`config.mk`:
```
export PLATFORM = sky130hd
export DESIGN_NAME = blkerase_seq
export DESIGN_NICKNAME = d
export VERILOG_FILES = /design/src/rtl/blkerase_pkg.sv /design/src/rtl/blkerase_timer.sv /design/src/rtl/blkerase_spi_engine.sv /design/src/rtl/blkerase_seq.sv
export SDC_FILE = /design/constraint.sdc
export NUM_CORES = 1
export LEC_CHECK = 0
export ABC_CLOCK_PERIOD_IN_PS = 2800
export CORE_MARGIN = 2
export CORE_UTILIZATION = 30
export CTS_CLUSTER_SIZE = 28
export DETAILED_ROUTE_END_ITERATION = 6
export DONT_BUFFER_PORTS = 1
export SLEW_MARGIN = 0
export SYNTH_ARGS = -nofsm -noshare
export SYNTH_HDL_FRONTEND = slang
export SYNTH_SLANG_ARGS = --single-unit
```
`constraint.sdc`:
```
create_clock -name clk -period 2.8 [get_ports clk]
set_input_delay 0.28 -clock clk [delete_from_list [all_inputs] [get_ports clk]]
set_output_delay 0.28 -clock clk [all_outputs]
set_load 0.02 [all_outputs]
```
`src/rtl/blkerase_pkg.sv`:
```
`timescale 1ns/1ps
package blkerase_pkg;

    localparam logic [7:0] OP_WR_UNLOCK = 8'h06;
    localparam logic [7:0] OP_STATUS    = 8'h05;
    localparam logic [7:0] OP_ERASE_32K = 8'h52;
    localparam logic [7:0] OP_ERASE_64K = 8'hD8;

    typedef enum logic [2:0] {
        SQ_IDLE,
        SQ_UNLOCK,
        SQ_GAP_UL,
        SQ_ERASE,
        SQ_GAP_ST,
        SQ_STATUS,
        SQ_HOLD
    } seq_state_t;

    typedef enum logic [1:0] {
        EN_IDLE,
        EN_LOW,
        EN_HIGH,
        EN_TAIL
    } eng_state_t;

    typedef struct packed {
        logic [23:0] addr;
        logic        big;
        logic        timed;
    } erase_req_t;

    typedef struct packed {
        logic        go;
        logic [5:0]  nbits;
        logic [31:0] word;
    } frame_cmd_t;

    // Erase frame: opcode chosen by size, address aligned to the block.
    function automatic logic [31:0] erase_frame(erase_req_t r);
        logic [23:0] a;
        a = r.addr;
        a[14:0] = '0;
        if (r.big) a[15] = 1'b0;
        return {(r.big ? OP_ERASE_64K : OP_ERASE_32K), a};
    endfunction

endpackage

```
`src/rtl/blkerase_timer.sv`:
```
`timescale 1ns/1ps
module blkerase_timer #(
    parameter int W = 9
) (
    input  logic         clk,
    input  logic         rst,
    input  logic         load,
    input  logic [W-1:0] val,
    output logic         zero
);
    logic [W-1:0] cnt;

    always_ff @(posedge clk) begin
        if (rst)              cnt <= '0;
        else if (load)        cnt <= val;
        else if (cnt != '0)   cnt <= cnt - 1'b1;
    end

    assign zero = (cnt == '0);
endmodule

```
`src/rtl/blkerase_spi_engine.sv`:
```
`timescale 1ns/1ps
module blkerase_spi_engine
    import blkerase_pkg::*;
#(
    parameter int CLK_DIV = 4
) (
    input  logic        clk,
    input  logic        rst,
    input  logic        go,
    input  logic [5:0]  nbits,
    input  logic [31:0] word,
    input  logic        miso,
    output logic        sck,
    output logic        cs_n,
    output logic        mosi,
    output logic        done,
    output logic [7:0]  rx
);
    localparam int HALF = CLK_DIV / 2;
    localparam int CW   = (HALF > 1) ? $clog2(HALF) : 1;

    eng_state_t  st;
    logic [CW-1:0] cnt;
    logic [31:0] shreg;
    logic [5:0]  left;
    logic        tick;

    assign tick = (cnt == CW'(HALF - 1));
    assign mosi = shreg[31];

    always_ff @(posedge clk) begin
        if (rst) begin
            st    <= EN_IDLE;
            cnt   <= '0;
            shreg <= '0;
            left  <= '0;
            sck   <= 1'b0;
            cs_n  <= 1'b1;
            done  <= 1'b0;
            rx    <= '0;
        end else begin
            done <= 1'b0;
            case (st)
                EN_IDLE: if (go) begin
                    cs_n  <= 1'b0;
                    shreg <= word;
                    left  <= nbits;
                    cnt   <= '0;
                    st    <= EN_LOW;
                end
                EN_LOW: if (tick) begin
                    cnt <= '0;
                    sck <= 1'b1;
                    rx  <= {rx[6:0], miso};
                    st  <= EN_HIGH;
                end else cnt <= cnt + 1'b1;
                EN_HIGH: if (tick) begin
                    cnt <= '0;
                    sck <= 1'b0;
                    if (left == 6'd1) st <= EN_TAIL;
                    else begin
                        shreg <= {shreg[30:0], 1'b0};
                        left  <= left - 1'b1;
                        st    <= EN_LOW;
                    end
                end else cnt <= cnt + 1'b1;
                EN_TAIL: if (tick) begin
                    cnt  <= '0;
                    cs_n <= 1'b1;
                    done <= 1'b1;
                    st   <= EN_IDLE;
                end else cnt <= cnt + 1'b1;
                default: st <= EN_IDLE;
            endcase
        end
    end


    sck_low_when_deselected_chk: assert property (@(posedge clk) disable iff (rst)
        cs_n |-> !sck);


    mosi_steady_while_high_chk: assert property (@(posedge clk) disable iff (rst)
        (sck && $past(sck)) |-> $stable(mosi));
endmodule

```
`src/rtl/blkerase_seq.sv`:
```
`timescale 1ns/1ps
module blkerase_seq
    import blkerase_pkg::*;
#(
    parameter int CLK_DIV      = 4,
    parameter int CS_GAP       = 3,
    parameter int POLL_LIMIT   = 6,
    parameter int ERASE_CYCLES = 300
) (
    input  logic        clk,
    input  logic        rst,
    input  logic        start,
    input  logic [23:0] start_addr,
    input  logic        start_big,
    input  logic        start_timed,
    output logic        done,
    output logic        err,
    output logic        spi_sck,
    output logic        spi_cs_n,
    output logic        spi_mosi,
    input  logic        spi_miso
);
    localparam int TMAX = (CS_GAP > ERASE_CYCLES) ? CS_GAP : ERASE_CYCLES;
    localparam int TW   = $clog2(TMAX + 1);
    localparam int PCW  = $clog2(POLL_LIMIT + 1);

    seq_state_t  state, nxt;
    erase_req_t  req_q;
    frame_cmd_t  cmd;
    logic [PCW-1:0] poll_cnt;
    logic [TW-1:0]  tmr_val;
    logic tmr_ld, tmr_zero;
    logic eng_done;
    logic [7:0] eng_rx;
    logic take, set_done, set_err, poll_inc, poll_clr;

    blkerase_spi_engine #(.CLK_DIV(CLK_DIV)) u_engine (
        .clk(clk), .rst(rst), .go(cmd.go), .nbits(cmd.nbits), .word(cmd.word),
        .miso(spi_miso), .sck(spi_sck), .cs_n(spi_cs_n), .mosi(spi_mosi),
        .done(eng_done), .rx(eng_rx)
    );

    blkerase_timer #(.W(TW)) u_timer (
        .clk(clk), .rst(rst), .load(tmr_ld), .val(tmr_val), .zero(tmr_zero)
    );

    always_comb begin
        nxt      = state;
        cmd      = '0;
        tmr_ld   = 1'b0;
        tmr_val  = '0;
        take     = 1'b0;
        set_done = 1'b0;
        set_err  = 1'b0;
        poll_inc = 1'b0;
        poll_clr = 1'b0;
        case (state)
            SQ_IDLE: if (start) begin
                take      = 1'b1;
                cmd.go    = 1'b1;
                cmd.nbits = 6'd8;
                cmd.word  = {OP_WR_UNLOCK, 24'h0};
                nxt       = SQ_UNLOCK;
            end
            SQ_UNLOCK: if (eng_done) begin
                tmr_ld  = 1'b1;
                tmr_val = TW'(CS_GAP);
                nxt     = SQ_GAP_UL;
            end
            SQ_GAP_UL: if (tmr_zero) begin
                cmd.go    = 1'b1;
                cmd.nbits = 6'd32;
                cmd.word  = erase_frame(req_q);
                nxt       = SQ_ERASE;
            end
            SQ_ERASE: if (eng_done) begin
                tmr_ld = 1'b1;
                if (req_q.timed) begin
                    tmr_val = TW'(ERASE_CYCLES);
                    nxt     = SQ_HOLD;
                end else begin
                    tmr_val  = TW'(CS_GAP);
                    poll_clr = 1'b1;
                    nxt      = SQ_GAP_ST;
                end
            end
            SQ_GAP_ST: if (tmr_zero) begin
                cmd.go    = 1'b1;
                cmd.nbits = 6'd16;
                cmd.word  = {OP_STATUS, 24'h0};
                nxt       = SQ_STATUS;
            end
            SQ_STATUS: if (eng_done) begin
                if (!eng_rx[0]) begin
                    set_done = 1'b1;
                    nxt      = SQ_IDLE;
                end else if (poll_cnt == PCW'(POLL_LIMIT - 1)) begin
                    set_done = 1'b1;
                    set_err  = 1'b1;
                    nxt      = SQ_IDLE;
                end else begin
                    poll_inc = 1'b1;
                    tmr_ld   = 1'b1;
                    tmr_val  = TW'(CS_GAP);
                    nxt      = SQ_GAP_ST;
                end
            end
            SQ_HOLD: if (tmr_zero) begin
                set_done = 1'b1;
                nxt      = SQ_IDLE;
            end
            default: nxt = SQ_IDLE;
        endcase
    end

    always_ff @(posedge clk) begin
        if (rst) begin
            state    <= SQ_IDLE;
            req_q    <= '0;
            poll_cnt <= '0;
            done     <= 1'b0;
            err      <= 1'b0;
        end else begin
            state <= nxt;
            done  <= set_done;
            if (take) begin
                req_q <= '{addr: start_addr, big: start_big, timed: start_timed};
                err   <= 1'b0;
            end
            if (set_err) err <= 1'b1;
            if (take || poll_clr) poll_cnt <= '0;
            else if (poll_inc)    poll_cnt <= poll_cnt + 1'b1;
        end
    end


    done_single_cycle_chk: assert property (@(posedge clk) disable iff (rst)
        done |=> !done);


    err_with_done_chk: assert property (@(posedge clk) disable iff (rst)
        $rose(err) |-> done);


    poll_bound_chk: assert property (@(posedge clk) disable iff (rst)
        poll_cnt < PCW'(POLL_LIMIT));


    busy_start_ignored_chk: assert property (@(posedge clk) disable iff (rst)
        (start && state != SQ_IDLE) |=> $stable(req_q));


    gap_deselected_chk: assert property (@(posedge clk) disable iff (rst)
        (state == SQ_GAP_UL || state == SQ_GAP_ST || state == SQ_HOLD) |-> spi_cs_n);
endmodule

```
Yosys cells after proc, flatten, opt, wreduce, memory -nomap -nowiden
Index checks and enable logic that the tools add are counted.
{ "word_totals": {"in_bits": 30, "elab_cells": 133, "ff_bits": 88, "output_inout_bits": 5} }
{ "op_classes": {"bitwise": 1, "n_mux": 69, "eq_ne": 23, "n_addsub": 4, "reduce_logical": 20} }
{ "ops": {"columns": ["cell", "count"], "rows": [
  ["39-bit 2-to-1 mux", 3],
  ["39-bit case mux with 3 select lines", 1],
  ["32-bit 2-to-1 mux", 3],
  ["32-bit case mux with 2 select lines", 1],
  ["9-bit 2-to-1 mux", 4],
  ["3-bit 2-to-1 mux", 9],
  ["9-bit case mux with 3 select lines", 1],
  ["1-bit 2-to-1 mux", 25],
  ["3-bit case mux with 7 select lines", 1],
  ["2-bit 2-to-1 mux", 10],
  ["6-bit 2-to-1 mux", 3],
  ["3-bit equality test (second input constant)", 4],
  ["2-bit by 1-bit inequality test with 1-bit output (second input constant)", 6],
  ["2-bit inequality test (second input constant)", 6],
  ["6-bit case mux with 2 select lines", 1],
  ["1-bit case mux with 2 select lines", 5],
  ["2-bit nonzero test", 5],
  ["9-bit logical NOT", 1],
  ["9-bit nonzero test", 1],
  ["9-bit by 1-bit subtractor with 9-bit output (second input constant)", 1],
  ["8-bit 2-to-1 mux", 1],
  ["2-bit case mux with 4 select lines", 1],
  ["4-bit AND reduction", 2],
  ["7-bit AND reduction", 1],
  ["16 further kinds", 21]
]} }

Depth between registers and ports, before layout
{ "logic_depth": {"ltp_word": 6, "mapped_depth": 8, "depth_no_buf": 7} }

Hierarchy
Synthesis repeated with hierarchy kept, for this count alone.
{ "unflattened": {"cells_unflattened": 466, "area_unflattened_um2": 4117.7} }
{ "by_module_without_submodules": {"columns": ["mod", "seq_area_each_um2", "area_each_um2", "instances", "cells_per_inst"], "rows": [
  ["blkerase_spi_engine", 1041.0, 2523.7, 1, 266],
  ["blkerase_seq", 380.4, 1079.8, 1, 138],
  ["blkerase_timer", 180.2, 514.2, 1, 62]
]} }

Worst setup path before layout
No wires, ideal clock.
{ "synth_timing": {"path_kind": "register to register", "startpoint": "register u_timer.cnt[0]", "endpoint": "register u_engine.shreg[15]", "setup_time_ns": 0.070, "slack_ns": 0.837, "path_buffers": 1, "synth_period_minus_slack_ns": 1.963, "required_ns": 2.730, "arrival_ns": 1.892, "path_stages_with_launch": 9, "path_cell_list": "dfxtp_1 > inv_1 > ha_1 > nor4b_2 > nand2_1 > nor4_4 > buf_4 > nand4_1 > a21oi_1"} }
{ "synth_via": {"elab_chain_len": 5, "word_cells_on_any_way": 8, "cone_classes": "eq/ne (1); mux (5); reduce/logical (2)"} }
{ "synth_rtl": {"columns": ["element", "line_no", "rtl"], "rows": [
  ["start: declaration", "blkerase_timer.sv:11", "logic [W-1:0] cnt;"],
  ["start signal: assignment", "blkerase_timer.sv:15", "else if (load) cnt <= val;"],
  ["start signal: assignment", "blkerase_timer.sv:16", "else if (cnt != '0) cnt <= cnt - 1'b1;"],
  ["9-bit logical NOT *", "blkerase_timer.sv:19", "assign zero = (cnt == '0);"],
  ["39-bit 2-to-1 mux, on equally long branches", "blkerase_seq.sv:87, blkerase_seq.sv:70", null],
  ["39-bit case mux with 3 select lines *", "blkerase_seq.sv:57", "case (state)"],
  ["2-bit inequality test (no source line) or 32-bit 2-to-1 mux (tied branches)", null, null],
  ["4-bit AND reduction (no source line) or 32-bit case mux with 2 select lines (tied branches)", null, null],
  ["end signal: assignment", "blkerase_spi_engine.sv:46", "shreg <= word;"],
  ["end signal: assignment", "blkerase_spi_engine.sv:62", "shreg <= {shreg[30:0], 1'b0};"],
  ["end: declaration", "blkerase_spi_engine.sv:24", "logic [31:0] shreg;"]
]} }
Every way passes the cells marked *; elsewhere a longest branch is shown, timed or not. The select of a mux whose other input is x is not followed.
A chain may end at the register's enable or synchronous reset.

Worst setup path in the final report
{ "layout_timing": {"startpoint": "register u_timer.cnt[0]", "endpoint": "register u_engine.left[1]"} }
{ "layout_via": {"elab_chain_len": 5, "word_cells_on_any_way": 6, "cone_classes": "eq/ne (1); mux (3); reduce/logical (2)"} }
{ "layout_rtl": {"columns": ["element", "line_no", "rtl"], "rows": [
  ["9-bit logical NOT *", "blkerase_timer.sv:19", null],
  ["39-bit 2-to-1 mux, on equally long branches", "blkerase_seq.sv:87, blkerase_seq.sv:70", null],
  ["39-bit case mux with 3 select lines *", "blkerase_seq.sv:57", null],
  ["2-bit inequality test (no source line) *", null, null],
  ["4-bit AND reduction (no source line) *", null, null],
  ["end signal: assignment", "blkerase_spi_engine.sv:47", "left <= nbits;"],
  ["end signal: assignment", "blkerase_spi_engine.sv:63", "left <= left - 1'b1;"],
  ["end: declaration", "blkerase_spi_engine.sv:25", "logic [5:0] left;"]
]} }
Every way passes the cells marked *; elsewhere a longest branch is shown, timed or not.

==> run metrics <==
pwr dens 844 nW/µm²; Port Buffers 0; #FFs+latches synth 58; antenna violations before repair 0; CTS Root Cell clkbuf_8; number of I/O pins 35; EDFF count, synth 0; Layout Skew 11.3 ps; final WL 6110 µm; Starting Density 0.312; Critical-path top delay cell nor4b_4; CTS tree done; NetSw 0.843 mW; Net Sw Frac 0.325; crit path buf inv count 1; Hold Vio Cnt, Final 0; Worst setup SP type flip-flop; ant diodes 0; WL/cell 14.1 µm; Worst setup EP type flip-flop; Top FF cell, synth dfxtp_1; sequential area share after synthesis 0.425; Synthesized Nets 360; worst skew pair latency 350 ps; CP arrival 2700 ps; RSZ-0062 raised after global routing false; M1 GR Usage 0.170; post-synthesis cell count 325; Crit path max-delay family simple AND/OR/NAND/NOR gates; Die Span X 99.5 µm; crit-path max FO 21; most frequent cell after synthesis dfxtp_1; Final ANT Viol Nets 0; Die Y 99.5 µm; critical path required time 3090 ps; Clock Sinks 58; Total Neg Setup Slack 0 ps; filler instances 914; Vias 2282; largest net degree at the start of global routing 32; Reg power frac 0.404; leading cell types by count after synthesis dfxtp_1, nor2_1, nand2_1; RD Place Congestion 0.841; worst path cell trace inv_1 -> ha_1 -> nor4b_2 -> nor4b_4 -> o21ai_2 -> or3_1 -> a21oi_1; YS warnings 0; total core area 8760 µm²; Max Freq 414 MHz; first-pass GRT wire length 10500 µm; H-Tree Depth 3; Mapped Area 2730 µm²; Std-Cell Rows 34; Worst-Margin Slew 992 ps; Worst path max stage delay 420 ps; Hold WS 14.3 ps; Total GRT Usage 0.133; GRT overflow 0; unique cell type count in the Yosys netlist 51; Reg clk slew, reported paths 70 ps; met3 Track Usage GR 0.0422; share of layout cells above drive strength 1 0.117; Tmin final 2410 ps; area leader, netlist dfxtp_1; Hold Path Class in2reg; status finished clean; Iteration-0 DRC Markers 94; Comb power frac 0.253; synth-to-layout area growth 12.4%; Relative slew margins 0.338; asr flop ratio synth 0; clock network power share 0.342; post-synth top area share 0.425; HPWL after DPL 3870 µm; DR pass1 iterations 4; final setup fails 0; Slew Limit Fails 0; leak pwr 1.09 nW; CP Class reg2reg; vias in the first global route 2171; crit share post-route 0.862; post-route DRC violation count 0; Synth area leaders dfxtp_1, nor2_1, nand2_1, a21oi_1, nor3_1; met2 global-route usage 0.212; gr busiest metal met2; Max clock buf depth 2; Pint 1.75 mW; CTS buffer count 9; vias per inst 5.26; Peak VDD IR 0.000338 V; Syn Area/Cell 8.41 µm²; die area 9890 µm²; maxcap violations 0; NumNets Final 356
==> layer usage <==
metal | vias to the layer above | wire [µm]
met5 | - | 0
met4 | 0 | 100
met3 | 12 | 321
met2 | 37 | 2770
met1 | 1079 | 2920
li1 | 1154 | -
==> through the flow <==
step | std cells | utilization | area, µm² | power, mW | worst slack (ps)
finish | 434 | 0.351 | 3070 | 2.59 | 386
global route | 434 | 0.351 | 3070 | 2.76 | 171
CTS | 434 | 0.351 | 3070 | 2.62 | 390
detailed placement | 415 | 0.320 | 2810 | 1.71 | 410
global placement | 415 | 0.320 | 2810 | 1.70 | 439
floorplan | 325 | - | 2730 | 1.61 | 837
==> power groups by stage <==
stage	clock network, mW	logic (mW)	registers, mW
finish	0.888	0.656	1.05
global route	0.941	0.751	1.07
CTS	0.913	0.659	1.05
detailed placement	0	0.641	1.07
global placement	0	0.633	1.06
floorplan	0	0.577	1.04
==> final timing paths <==
path / endpoint / cells past startpoint / slack, ps / startpoint
hold / removal: u_engine.shreg[30] / 1 / 10 / rst
setup reg to reg: u_engine.left[1] / 7 / 390 / u_timer.cnt[0]
hold reg to reg: u_engine.shreg[29] / 2 / 450 / u_engine.shreg[29]
setup / recovery: u_engine.left[1] / 7 / 390 / u_timer.cnt[0]
==> area by class of cell <==
type | count | area [µm²] | share of cell area
Clock buffer | 10 | 138 | 0.0448
Multi-Input combinational cell | 236 | 1440 | 0.469
Tap cell | 108 | 135 | 0.0440
Inverter | 8 | 30.0 | 0.00977
Clock inverter | 6 | 88.8 | 0.0289
Sequential cell | 58 | 1160 | 0.378
Timing Repair Buffer | 8 | 77.6 | 0.0252
==> cell usage in the layout, fill, tap and decap left out, drive strengths merged, types with 8 or more instances in the layout <==
| cell type | instances |
|---|---|
| a211oi | 8 |
| a21oi | 27 |
| a221oi | 11 |
| clkbuf | 10 |
| dfxtp | 58 |
| inv | 9 |
| nand2 | 39 |
| nand3 | 8 |
| nor2 | 43 |
| nor3 | 19 |
| o21ai | 17 |
==> logic make-up (layout without fill, tap and decap cells) <==
| logic type | after synthesis | count (layout) | share of synthesized area |
|---|---|---|---|
| compound gates | 87 | 87 | 0.228 |
| flops | 58 | 58 | 0.425 |
| mux | 1 | 1 | 0.00366 |
| fa+ha+maj | 5 | 5 | 0.0229 |
| xor+xnor | 9 | 9 | 0.0288 |
| simple gates | 134 | 134 | 0.241 |
| buf+inv | 31 | 32 | 0.0508 |
==> sequential cells by signal, summed over array words and instances (netlist names) <==
| name | count |
|---|---|
| u_engine.rx | 1 |
| u_engine.cnt | 1 |
| err | 1 |
| u_engine.st | 2 |
| poll_cnt | 3 |
| u_engine.done | 1 |
| u_timer.cnt | 9 |
| u_engine.cs_n | 1 |
| state | 3 |
| req_q | 11 |
| u_engine.sck | 1 |
| u_engine.shreg | 17 |
| u_engine.left | 6 |
| done | 1 |
==> repair_timing <==
item | in CTS | in global routing
gates resized for setup | 0 | 0
setup endpoints to repair | 0 | 0
hold endpoints to repair | 31 | 0
buffers inserted | 0 | 0
hold buffers | 3 | 0
Note: power is estimated with default switching activity, not from simulation.
